### src/rtl/tmr_pkg.sv
package tmr_pkg;
  localparam int BYTE_W = 8;
  localparam int CNT_W  = 2 * BYTE_W;
  localparam int NCH    = 2;
  localparam int NFLAG  = 1 + 2 * NCH;
  localparam int AW     = 4;

  localparam logic [AW-1:0] A_IEN   = 4'd0;
  localparam logic [AW-1:0] A_MODE  = 4'd1;
  localparam logic [AW-1:0] A_STAT  = 4'd2;
  localparam logic [AW-1:0] A_CNTH  = 4'd3;
  localparam logic [AW-1:0] A_CNTL  = 4'd4;
  localparam logic [AW-1:0] A_CAP0H = 4'd5;
  localparam logic [AW-1:0] A_CMP0H = 4'd9;

  localparam int F_WRAP = 0;
  localparam int F_CAP  = 1;
  localparam int F_CMP  = 1 + NCH;
endpackage

### src/rtl/tmr_counter.sv
module tmr_counter #(
  parameter int PRESCALE = 4,
  parameter int W        = 16
) (
  input  logic         clk,
  input  logic         rst,
  output logic [W-1:0] cnt,
  output logic         tick,
  output logic         wrap
);
  localparam int PW = (PRESCALE > 1) ? $clog2(PRESCALE) : 1;

  generate
    if (PRESCALE > 1) begin : g_div
      logic [PW-1:0] phase;
      always_ff @(posedge clk) begin
        if (rst) phase <= '0;
        else if (phase == PW'(PRESCALE - 1)) phase <= '0;
        else phase <= phase + PW'(1);
      end
      assign tick = (phase == PW'(PRESCALE - 1));

      a_r1_tick_gap: assert property (@(posedge clk) disable iff (rst)
        tick |=> !tick);
    end else begin : g_nodiv
      assign tick = 1'b1;
    end
  endgenerate

  always_ff @(posedge clk) begin
    if (rst) cnt <= '0;
    else if (tick) cnt <= cnt + W'(1);
  end

  assign wrap = tick && (cnt == {W{1'b1}});

  a_r1_hold: assert property (@(posedge clk) disable iff (rst)
    !tick |=> $stable(cnt));
  a_r1_step: assert property (@(posedge clk) disable iff (rst)
    tick |=> (cnt == $past(cnt) + W'(1)));
endmodule

### src/rtl/tmr_capture.sv
module tmr_capture #(
  parameter int W = 16
) (
  input  logic         clk,
  input  logic         rst,
  input  logic         pin,
  input  logic         rise_sel,
  input  logic [W-1:0] cnt,
  input  logic         hold_set,
  input  logic         hold_rel,
  input  logic         flag_clr,
  output logic [W-1:0] cap_val,
  output logic         flag
);
  logic [2:0] sync;
  logic       hold;
  logic       edge_hit;

  always_ff @(posedge clk) begin
    if (rst) sync <= '0;
    else sync <= {sync[1:0], pin};
  end

  assign edge_hit = rise_sel ? (sync[1] && !sync[2]) : (!sync[1] && sync[2]);

  always_ff @(posedge clk) begin
    if (rst) hold <= 1'b0;
    else if (hold_set) hold <= 1'b1;
    else if (hold_rel) hold <= 1'b0;
  end

  always_ff @(posedge clk) begin
    if (rst) begin
      cap_val <= '0;
      flag    <= 1'b0;
    end else if (edge_hit && !hold) begin
      cap_val <= cnt;
      flag    <= 1'b1;
    end else if (flag_clr) begin
      flag <= 1'b0;
    end
  end

  a_r5_frozen: assert property (@(posedge clk) disable iff (rst)
    hold |=> $stable(cap_val));
  a_r4_no_spurious: assert property (@(posedge clk) disable iff (rst)
    !edge_hit |=> !$rose(flag));
endmodule

### src/rtl/tmr_compare.sv
module tmr_compare #(
  parameter int W      = 16,
  parameter bit PIN_EN = 1'b1
) (
  input  logic         clk,
  input  logic         rst,
  input  logic [W-1:0] cnt,
  input  logic         tick,
  input  logic         wr_hi,
  input  logic         wr_lo,
  input  logic [W/2-1:0] wdata,
  input  logic         level,
  input  logic         flag_clr,
  output logic         flag,
  output logic         pin
);
  logic [W-1:0] cmp_val;
  logic         en;
  logic         hit;

  always_ff @(posedge clk) begin
    if (rst) begin
      cmp_val <= {W{1'b1}};
      en      <= 1'b0;
    end else if (wr_hi) begin
      cmp_val[W-1:W/2] <= wdata;
      en               <= 1'b0;
    end else if (wr_lo) begin
      cmp_val[W/2-1:0] <= wdata;
      en               <= 1'b1;
    end
  end

  assign hit = en && tick && ((cnt + W'(1)) == cmp_val);

  always_ff @(posedge clk) begin
    if (rst) flag <= 1'b0;
    else if (hit) flag <= 1'b1;
    else if (flag_clr) flag <= 1'b0;
  end

  generate
    if (PIN_EN) begin : g_pin
      always_ff @(posedge clk) begin
        if (rst) pin <= 1'b0;
        else if (hit) pin <= level;
      end
    end else begin : g_nopin
      assign pin = 1'b0;
    end
  endgenerate

  a_r7_off_no_match: assert property (@(posedge clk) disable iff (rst)
    !en |=> !$rose(flag));
endmodule

### src/rtl/pair_timer.sv
module pair_timer
  import tmr_pkg::*;
#(
  parameter int PRESCALE = 4,
  parameter bit CMP_PINS = 1'b1
) (
  input  logic              clk,
  input  logic              rst,
  input  logic [AW-1:0]     bus_addr,
  input  logic              bus_rd,
  input  logic              bus_wr,
  input  logic [BYTE_W-1:0] bus_wdata,
  output logic [BYTE_W-1:0] bus_rdata,
  input  logic [NCH-1:0]    cap_pin,
  output logic [NCH-1:0]    cmp_pin,
  output logic              irq
);
  logic [CNT_W-1:0]  cnt;
  logic              tick, wrap;
  logic [NFLAG-1:0]  ien, stat, arm, lo_acc, clr;
  logic [2*NCH-1:0]  mode;
  logic [BYTE_W-1:0] lo_copy;
  logic              lo_valid;
  logic              ovf_flag;
  logic [CNT_W-1:0]  cap_val [NCH];
  logic              stat_rd;

  tmr_counter #(.PRESCALE(PRESCALE), .W(CNT_W)) u_cnt (
    .clk(clk), .rst(rst), .cnt(cnt), .tick(tick), .wrap(wrap)
  );

  assign stat_rd   = bus_rd && (bus_addr == A_STAT);
  assign lo_acc[F_WRAP] = bus_rd && (bus_addr == A_CNTL);
  assign stat[F_WRAP]   = ovf_flag;

  generate
    for (genvar i = 0; i < NCH; i++) begin : g_ch
      localparam logic [AW-1:0] CAPH = A_CAP0H + AW'(2 * i);
      localparam logic [AW-1:0] CAPL = CAPH + AW'(1);
      localparam logic [AW-1:0] CMPH = A_CMP0H + AW'(2 * i);
      localparam logic [AW-1:0] CMPL = CMPH + AW'(1);

      assign lo_acc[F_CAP+i] = bus_rd && (bus_addr == CAPL);
      assign lo_acc[F_CMP+i] = bus_wr && (bus_addr == CMPL);

      tmr_capture #(.W(CNT_W)) u_cap (
        .clk(clk), .rst(rst), .pin(cap_pin[i]), .rise_sel(mode[i]), .cnt(cnt),
        .hold_set(bus_rd && (bus_addr == CAPH)),
        .hold_rel(lo_acc[F_CAP+i]),
        .flag_clr(clr[F_CAP+i]),
        .cap_val(cap_val[i]), .flag(stat[F_CAP+i])
      );

      tmr_compare #(.W(CNT_W), .PIN_EN(CMP_PINS)) u_cmp (
        .clk(clk), .rst(rst), .cnt(cnt), .tick(tick),
        .wr_hi(bus_wr && (bus_addr == CMPH)),
        .wr_lo(lo_acc[F_CMP+i]),
        .wdata(bus_wdata), .level(mode[NCH+i]),
        .flag_clr(clr[F_CMP+i]),
        .flag(stat[F_CMP+i]), .pin(cmp_pin[i])
      );
    end
  endgenerate

  assign clr = lo_acc & arm;

  always_ff @(posedge clk) begin
    if (rst) arm <= '0;
    else if (stat_rd) arm <= stat;
    else arm <= arm & ~lo_acc;
  end

  always_ff @(posedge clk) begin
    if (rst) ovf_flag <= 1'b0;
    else if (wrap) ovf_flag <= 1'b1;
    else if (clr[F_WRAP]) ovf_flag <= 1'b0;
  end

  always_ff @(posedge clk) begin
    if (rst) begin
      ien  <= '0;
      mode <= '0;
    end else if (bus_wr) begin
      if (bus_addr == A_IEN)  ien  <= bus_wdata[NFLAG-1:0];
      if (bus_addr == A_MODE) mode <= bus_wdata[2*NCH-1:0];
    end
  end

  always_ff @(posedge clk) begin
    if (rst) begin
      lo_copy  <= '0;
      lo_valid <= 1'b0;
    end else if (bus_rd && (bus_addr == A_CNTH)) begin
      lo_copy  <= cnt[BYTE_W-1:0];
      lo_valid <= 1'b1;
    end else if (lo_acc[F_WRAP]) begin
      lo_valid <= 1'b0;
    end
  end

  always_ff @(posedge clk) begin
    if (rst) bus_rdata <= '0;
    else if (bus_rd) begin
      case (bus_addr)
        A_IEN:         bus_rdata <= BYTE_W'(ien);
        A_MODE:        bus_rdata <= BYTE_W'(mode);
        A_STAT:        bus_rdata <= BYTE_W'(stat);
        A_CNTH:        bus_rdata <= cnt[CNT_W-1:BYTE_W];
        A_CNTL:        bus_rdata <= lo_valid ? lo_copy : cnt[BYTE_W-1:0];
        A_CAP0H:       bus_rdata <= cap_val[0][CNT_W-1:BYTE_W];
        A_CAP0H + 4'd1: bus_rdata <= cap_val[0][BYTE_W-1:0];
        A_CAP0H + 4'd2: bus_rdata <= cap_val[1][CNT_W-1:BYTE_W];
        A_CAP0H + 4'd3: bus_rdata <= cap_val[1][BYTE_W-1:0];
        default:       bus_rdata <= '0;
      endcase
    end
  end

  always_ff @(posedge clk) begin
    if (rst) irq <= 1'b0;
    else irq <= |(stat & ien);
  end

  a_r9_quiet: assert property (@(posedge clk) disable iff (rst)
    (ien == '0) |=> !irq);
  a_r8_wrap_clear_armed: assert property (@(posedge clk) disable iff (rst)
    $fell(ovf_flag) |-> $past(arm[F_WRAP]));
endmodule

### config.mk
export PLATFORM = sky130hd
export DESIGN_NAME = pair_timer
export DESIGN_NICKNAME = d
export VERILOG_FILES = /design/src/rtl/tmr_pkg.sv /design/src/rtl/tmr_counter.sv /design/src/rtl/tmr_capture.sv /design/src/rtl/tmr_compare.sv /design/src/rtl/pair_timer.sv
export SDC_FILE = /design/constraint.sdc
export NUM_CORES = 1
export LEC_CHECK = 0
export ABC_AREA = 0
export BUFFER_PORTS_ARGS = -buffer_cell sky130_fd_sc_hd__buf_2
export CAP_MARGIN = 5
export CORE_ASPECT_RATIO = 0.75
export CORE_MARGIN = 10
export CORE_UTILIZATION = 25
export DETAILED_ROUTE_END_ITERATION = 16
export SYNTH_ARGS = -nofsm -noshare
export SYNTH_HDL_FRONTEND = slang
export SYNTH_SLANG_ARGS = --single-unit
### constraint.sdc
create_clock -name clk -period 2.5 [get_ports clk]
set_clock_uncertainty 0.15 [all_clocks]
set_input_delay 0.25 -clock clk [delete_from_list [all_inputs] [get_ports clk]]
set_output_delay 0.25 -clock clk [all_outputs]
set_load 0.1 [all_outputs]
==> flow_summary.ini, run 1 <==
[setup_path]
cp_top_family = simple AND/OR/NAND/NOR gates
start_kind = register
cp_num_buf_inv = 0
cp_max_fo = 5
required_ns = 2.66
crit_start = u_cnt.cnt[0]$_SDFFE_PP0P_
path_cells = ha_4, nand3_4, nor2_4, o32a_1, o211ai_1, or4_1, or4_4, mux2i_1
r2r_start = u_cnt.cnt[0]$_SDFFE_PP0P_
cp_data_arrival_time_ns = 2.70
cpPeakStageDelay_ns = 0.55
critPathCaptureType = register
path_class = register to register
cp_slowest_cell = or4_1

[finish]
multi_input_area_um2 = 3530
nets = 802
n_antenna_cell = 0
area_delta_synth_final_pct = 28.6
layout_common_cells = 125 x dfxtp_1, 87 x nor2_1, 66 x buf_4, 50 x nand2_1
seqCellArea_um2 = 2640
layout_commonest_cell = dfxtp_1
fillers = 2500
layout-drive-gt1-share_pct = 21.6

[global_routing]
grt_pass1_wl_mm = 29.7
antenna_found_initial = 0
grt_pass1_vias = 5142
overflow = 0
grt_max_degree = 56
grtUsageTotal_pct = 11.9

[sta]
max_freq_mhz = 394
fin_ws_ns = -0.0389
max_slew_margin_pct = 46.1
tightestPinTransition_ns = 0.805
drv_slew = 0
final_hold_viol_count = 0
setup_viol = 2
finalCriticalPeriod_ns = 2.54
fin_crit_sh_pct = 102
rsz0062_at_grt = yes

[route]
wl_per_cell_um = 17.0
drtIter0Drc = 612
drc_errors = 0
routed.top_layer = met4
route.final.wire_length_mm = 19.1
antenna_left = 0
viasPerCell = 4.94
wl_met2_mm = 7.79
met3_length_mm = 1.51
wl_met1_mm = 9.52
dr.pass1.iters = 5
vias = 5561

[clock_network]
cts_made_buffers = 17
cts.htree.levels = 4
cts_tree = built
numClockSinks = 131
cts_buffer_depth = 2
root_buffer = clkbuf_16
insertion_delay_ns = 0.42
clk_transition_reported_paths_ns = 0.06

[floorplanning]
die_w_um = 202
initial_utilization_pct = 25.6
ios = 29
dieArea_um2 = 31600
rows = 49
fp.dieH_um = 157
design.core.area_um2 = 24200

[synthesis]
postSynthAreaPerCell_um2 = 8.75
yosysUniqueCellTypes = 53
ys_ff_latch = 131
synth_flop_cell = dfxtp_1
syn_area_um2 = 6210
async_flop_share_pct = 0
synth.largest_area_cell = dfxtp_1
yosysTopAreaCellShare_pct = 42.2
synthTopCellsByArea = dfxtp_1 42%, mux2i_1 6.8%, nor2_1 5.4%, a211o_1 4.7%, nor2b_1 4.2%
syn_nets = 730
seq_area_frac_synth_pct = 42.2
synth_edf_count = 0
yosys_warnings = 0
netlist_instances = 710

[outcome]
violations = setup timing
status = finished with violations

[power]
finalPower_mw = 4.98
pwr-share-seq_pct = 42.9
intPower_mw = 3.84
pwr_density_cell_nw_per_um2 = 624
p_clk_share_pct = 51.8
switchingPower_mw = 1.15
ir_drop_v = 0.000461
leakage_nw = 2.80
pwr-share-comb_pct = 5.3
p_sw_share_pct = 23.0

[worst_hold_path]
hp-start = bus_wdata[1]
hold_path.class = input pin to register

[placement]
gp_congestion = 0.909
dp_hpwl_mm = 13.4
io_buffer_count = 28
pre_cts_ws_ns = -0.0910

[run]
cap_viol_max_count = 0
## logic make-up after synthesis
group,synth area share [%]
XOR/XNOR,7.05
AO/OA/AOI/OAI,16.8
buffers and inverters,3.75
AND/OR/NAND/NOR,21.0
adder cells (fa/ha/maj),0.403
flip-flops,42.2
multiplexers,8.76
## Yosys cell counts, drive strengths merged, types with 5 or more instances
library cell and number:
a21oi 38, nand3 27, a211o 33, nor2b 42, a22oi 22, xnor2 26, mux2 11, o21ai 16
nor3 21, buf 9, nor4 6, nand4 8, a31oi 5, xor2 24, mux2i 42, nand2 50
dfxtp 131, a222oi 8, inv 5, nor2 90, nand2b 11, clkbuf 43
## flip-flops by register name, summed over array words and instances, names as in the netlist, 4 cells and up
name,count
u_cnt.cnt,16
g_ch.u_cap.sync,6
bus_rdata,8
ien,5
arm,5
lo_copy,8
g_ch.u_cap.cap_val,32
g_ch.u_cmp.cmp_val,32
mode,4
## worst min-delay path, delay by kind of cell
| kind | cells | cell delay (ns) |
|---|---|---|
| buffers and inverters | 1 | 0.16 |
| AO/OA/AOI/OAI | 1 | 0.05 |
| AND/OR/NAND/NOR | 1 | 0.08 |
## path summary, 6_finish.rpt
path / slack, ns / cells after the start / endpoint
min: 0.03 / 3 / mode[1]$_SDFFE_PP0P_
max: -0.04 / 8 / g_ch[0].u_cmp.pin$_SDFFE_PP0P_
max reg2reg: -0.04 / 8 / g_ch[0].u_cmp.pin$_SDFFE_PP0P_
min reg2reg: 0.29 / 1 / g_ch[1].u_cap.sync[1]$_SDFF_PP0_
## per-layer routing
metal,GRT usage [%],vias up
li1,-,2673
met1,17.7,2638
met2,16.3,226
met3,2.43,24
met4,4.28,0
met5,0,-
## through the flow
stage | hold WS (ns) | instances | util [%] | setup TNS, ns | cell area [µm²]
finish | 0.0328 | 1126 | 33.0 | -0.0440 | 7990
global route | 0.0268 | 1126 | 33.0 | -0.304 | 7990
CTS | 0.0166 | 1125 | 32.7 | -0.0572 | 7920
detailed placement | 0.276 | 1082 | 29.7 | -0.152 | 7200
global placement | 0.263 | 1082 | 29.7 | -0.0524 | 7200
floorplan | 0.218 | 710 | - | -0.00206 | 6340
## layout make-up
class                      count  share of cell area (%)
multi-input combinational    521                    44.2
sequential                   131                    33.0
timing repair buffer         105                    9.73
clock buffer                  20                    5.72
tap                          331                    5.19
clock inverter                12                    1.93
inverter                       6                   0.282
## timing repair
item	CTS	global route
setup endpoints to repair	3	4
pin swaps	3	12
endpoints found under the hold margin	14	0
buffers inserted	6	1
resized for setup	5	18
hold buffers	5	0
## power groups by stage
stage / Clock, mW / Sequential, mW / Combinational, mW
3_5_place_dp: 0 / 2.18 / 0.247
2_1_floorplan: 0 / 2.18 / 0.148
6_report: 2.58 / 2.14 / 0.263
5_1_grt: 2.71 / 2.14 / 0.283
4_1_cts: 2.62 / 2.14 / 0.258
3_3_place_gp: 0 / 2.18 / 0.245
No activity file was read; power rests on OpenSTA's default activity.
==> inputs of run 2 (changes only) <==
--- a/config.mk
+++ b/config.mk
@@ -13,4 +13,5 @@
 export CORE_UTILIZATION = 25
 export DETAILED_ROUTE_END_ITERATION = 16
+export SKIP_LAST_GASP = 1
 export SYNTH_ARGS = -nofsm -noshare
 export SYNTH_HDL_FRONTEND = slang
==> constraint.sdc (replaced) <==
create_clock -name clk -period 2.5 [get_ports clk]
set_clock_uncertainty 0.15 [all_clocks]
set_input_delay 0.125 -clock clk [delete_from_list [all_inputs] [get_ports clk]]
set_output_delay 0.125 -clock clk [all_outputs]
set_load 0.1 [all_outputs]
==> run 2 against run 1 <==
The flow still finishes with violations (setup timing). Worst hold slack better by 0.039 ns. Clock power is 5% higher. Sequential cell count stayed put. First-iteration DRC count is 9.3% higher. Setup slack worse by 0.065 ns. Critical endpoint unchanged. Largest cell class unchanged. Highest routed layer unchanged.
==> flow_summary.ini, run 2 (synthesized netlist as in run 1, its figures left out) <==
[outcome]
status = finished with violations
violations = setup timing

[floorplanning]
initial_utilization_pct = 25.6
ios = 29
fp.dieH_um = 157
die_w_um = 202
dieArea_um2 = 31600
rows = 49
design.core.area_um2 = 24200

[route]
drtIter0Drc = 669
wl_per_cell_um = 16.9
route.final.wire_length_mm = 19.2
viasPerCell = 4.92
dr.pass1.iters = 7
vias = 5579
drc_errors = 0
antenna_left = 0

[finish]
layout_commonest_cell = dfxtp_1
nets = 809
area_delta_synth_final_pct = 30.1
n_antenna_cell = 0
layout-drive-gt1-share_pct = 21.2
fillers = 2499
layout_common_cells = 125 x dfxtp_1, 86 x nor2_1, 68 x buf_4, 50 x nand2_1
stdcell_area_um2 = 8080
top_regs = g_ch.u_cap.cap_val (32), g_ch.u_cmp.cmp_val (32), u_cnt.cnt (16)

[global_routing]
grt_pass1_wl_mm = 30.4
grt_pass1_vias = 5268
overflow = 0
antenna_found_initial = 0
grtUsageTotal_pct = 12.2
grt_max_degree = 62

[clock_network]
cts_made_buffers = 17
root_buffer = clkbuf_16
insertion_delay_ns = 0.43
cts_buffer_depth = 2
cts.htree.levels = 4
cts_tree = built
numClockSinks = 131
clk_transition_reported_paths_ns = 0.06

[setup_path]
critPathCaptureType = register
required_ns = 2.67
reg2reg_depth = 8
cp_data_arrival_time_ns = 2.77
start_kind = register
cp_max_fo = 5
path_class = register to register

[worst_hold_path]
hold_path.class = input pin to register
holdPathStages = 4

[power]
ir_drop_v = 0.000541
pwr_density_cell_nw_per_um2 = 634
leakage_nw = 2.84
finalPower_mw = 5.13

[sta]
finalCriticalPeriod_ns = 2.60
max_freq_mhz = 384
rsz0062_at_grt = yes
setup_viol = 2
max_slew_margin_pct = 54.9
drv_slew = 0
setup_tns_ns = -0.178
fin_ws_ns = -0.104
final_hold_viol_count = 0
tightestPinTransition_ns = 0.677
fin_crit_sh_pct = 104

[run]
cap_viol_max_count = 0

[placement]
place_area_um2 = 7210
io_buffer_count = 28
dp_hpwl_mm = 13.4
gp_congestion = 0.925
[run 2: changes by cell type in the layout (fill, tap and decap cells not counted), sizes merged]
cell	before	now
buf	100	99
bufinv	3	4
clkinv	6	5
clkinvlp	3	2
dlygate4sd3	5	13
inv	6	7
[run 2: final timing paths]
kind	slack, ns	start	end
hold reg to reg	0.29	g_ch[0].u_cap.sync[0]$_SDFF_PP0_	g_ch[0].u_cap.sync[1]$_SDFF_PP0_
setup reg to reg	-0.10	u_cnt.cnt[0]$_SDFFE_PP0P_	g_ch[0].u_cmp.pin$_SDFFE_PP0P_
hold / removal	0.07	bus_addr[2]	arm[1]$_SDFF_PP0_
setup / recovery	-0.10	u_cnt.cnt[0]$_SDFFE_PP0P_	g_ch[0].u_cmp.pin$_SDFFE_PP0P_
[run 2: worst max-delay path, stage by stage, from the launching register on]
cell and delay (ns):
dfxtp_4 0.37, ha_4 0.18, buf_4 0.14, xor2_1 0.13
o21ai_0 0.18, o211ai_1 0.10, or4_1 0.56, or4_4 0.55
mux2i_1 0.13
[run 2: cell type report]
class	count	area [µm²]	area share (%)
Clock buffer	20	467	5.77
Tap cell	331	414	5.12
Multi-Input combinational cell	521	3510	43.5
Timing Repair Buffer	112	856	10.6
Sequential cell	131	2630	32.6
Clock inverter	12	176	2.18
Inverter	6	22.5	0.279
[run 2: power by group]
group / total [mW] / switching [mW] / leakage (nW) / internal (mW)
combinational: 0.270 / 0.162 / 1.47 / 0.109
clock: 2.72 / 0.967 / 0.313 / 1.75
sequential: 2.14 / 0.0257 / 1.06 / 2.11
total: 5.13 / 1.15 / 2.84 / 3.97
[run 2: metal layers]
metal | vias up | global-route usage (%) | wire (µm)
li1 | 2682 | - | -
met1 | 2648 | 17.9 | 9590
met2 | 229 | 17.1 | 7880
met3 | 20 | 2.85 | 1490
met4 | 0 | 3.50 | 236
met5 | - | 0 | 0
[run 2: repair_timing]
action / CTS / global route
setup buffers: 3 / 3
hold endpoints to repair: 45 / 0
pin swaps: 1 / 4
hold buffers: 13 / 0
endpoints found under the setup margin: 3 / 4
gates resized for setup: 3 / 11
[run 2: metrics by stage]
stage          hold slack, ns  setup slack [ns]  std cells  utilization (%)
4_1_cts                0.0609           -0.0330       1130             33.1
3_5_place_dp            0.189           -0.0435       1082             29.8
5_1_grt                0.0918            -0.166       1133             33.4
3_3_place_gp            0.188           -0.0151       1082             29.8
2_1_floorplan          0.0929          -0.00206        710                -
6_report               0.0720            -0.104       1133             33.4
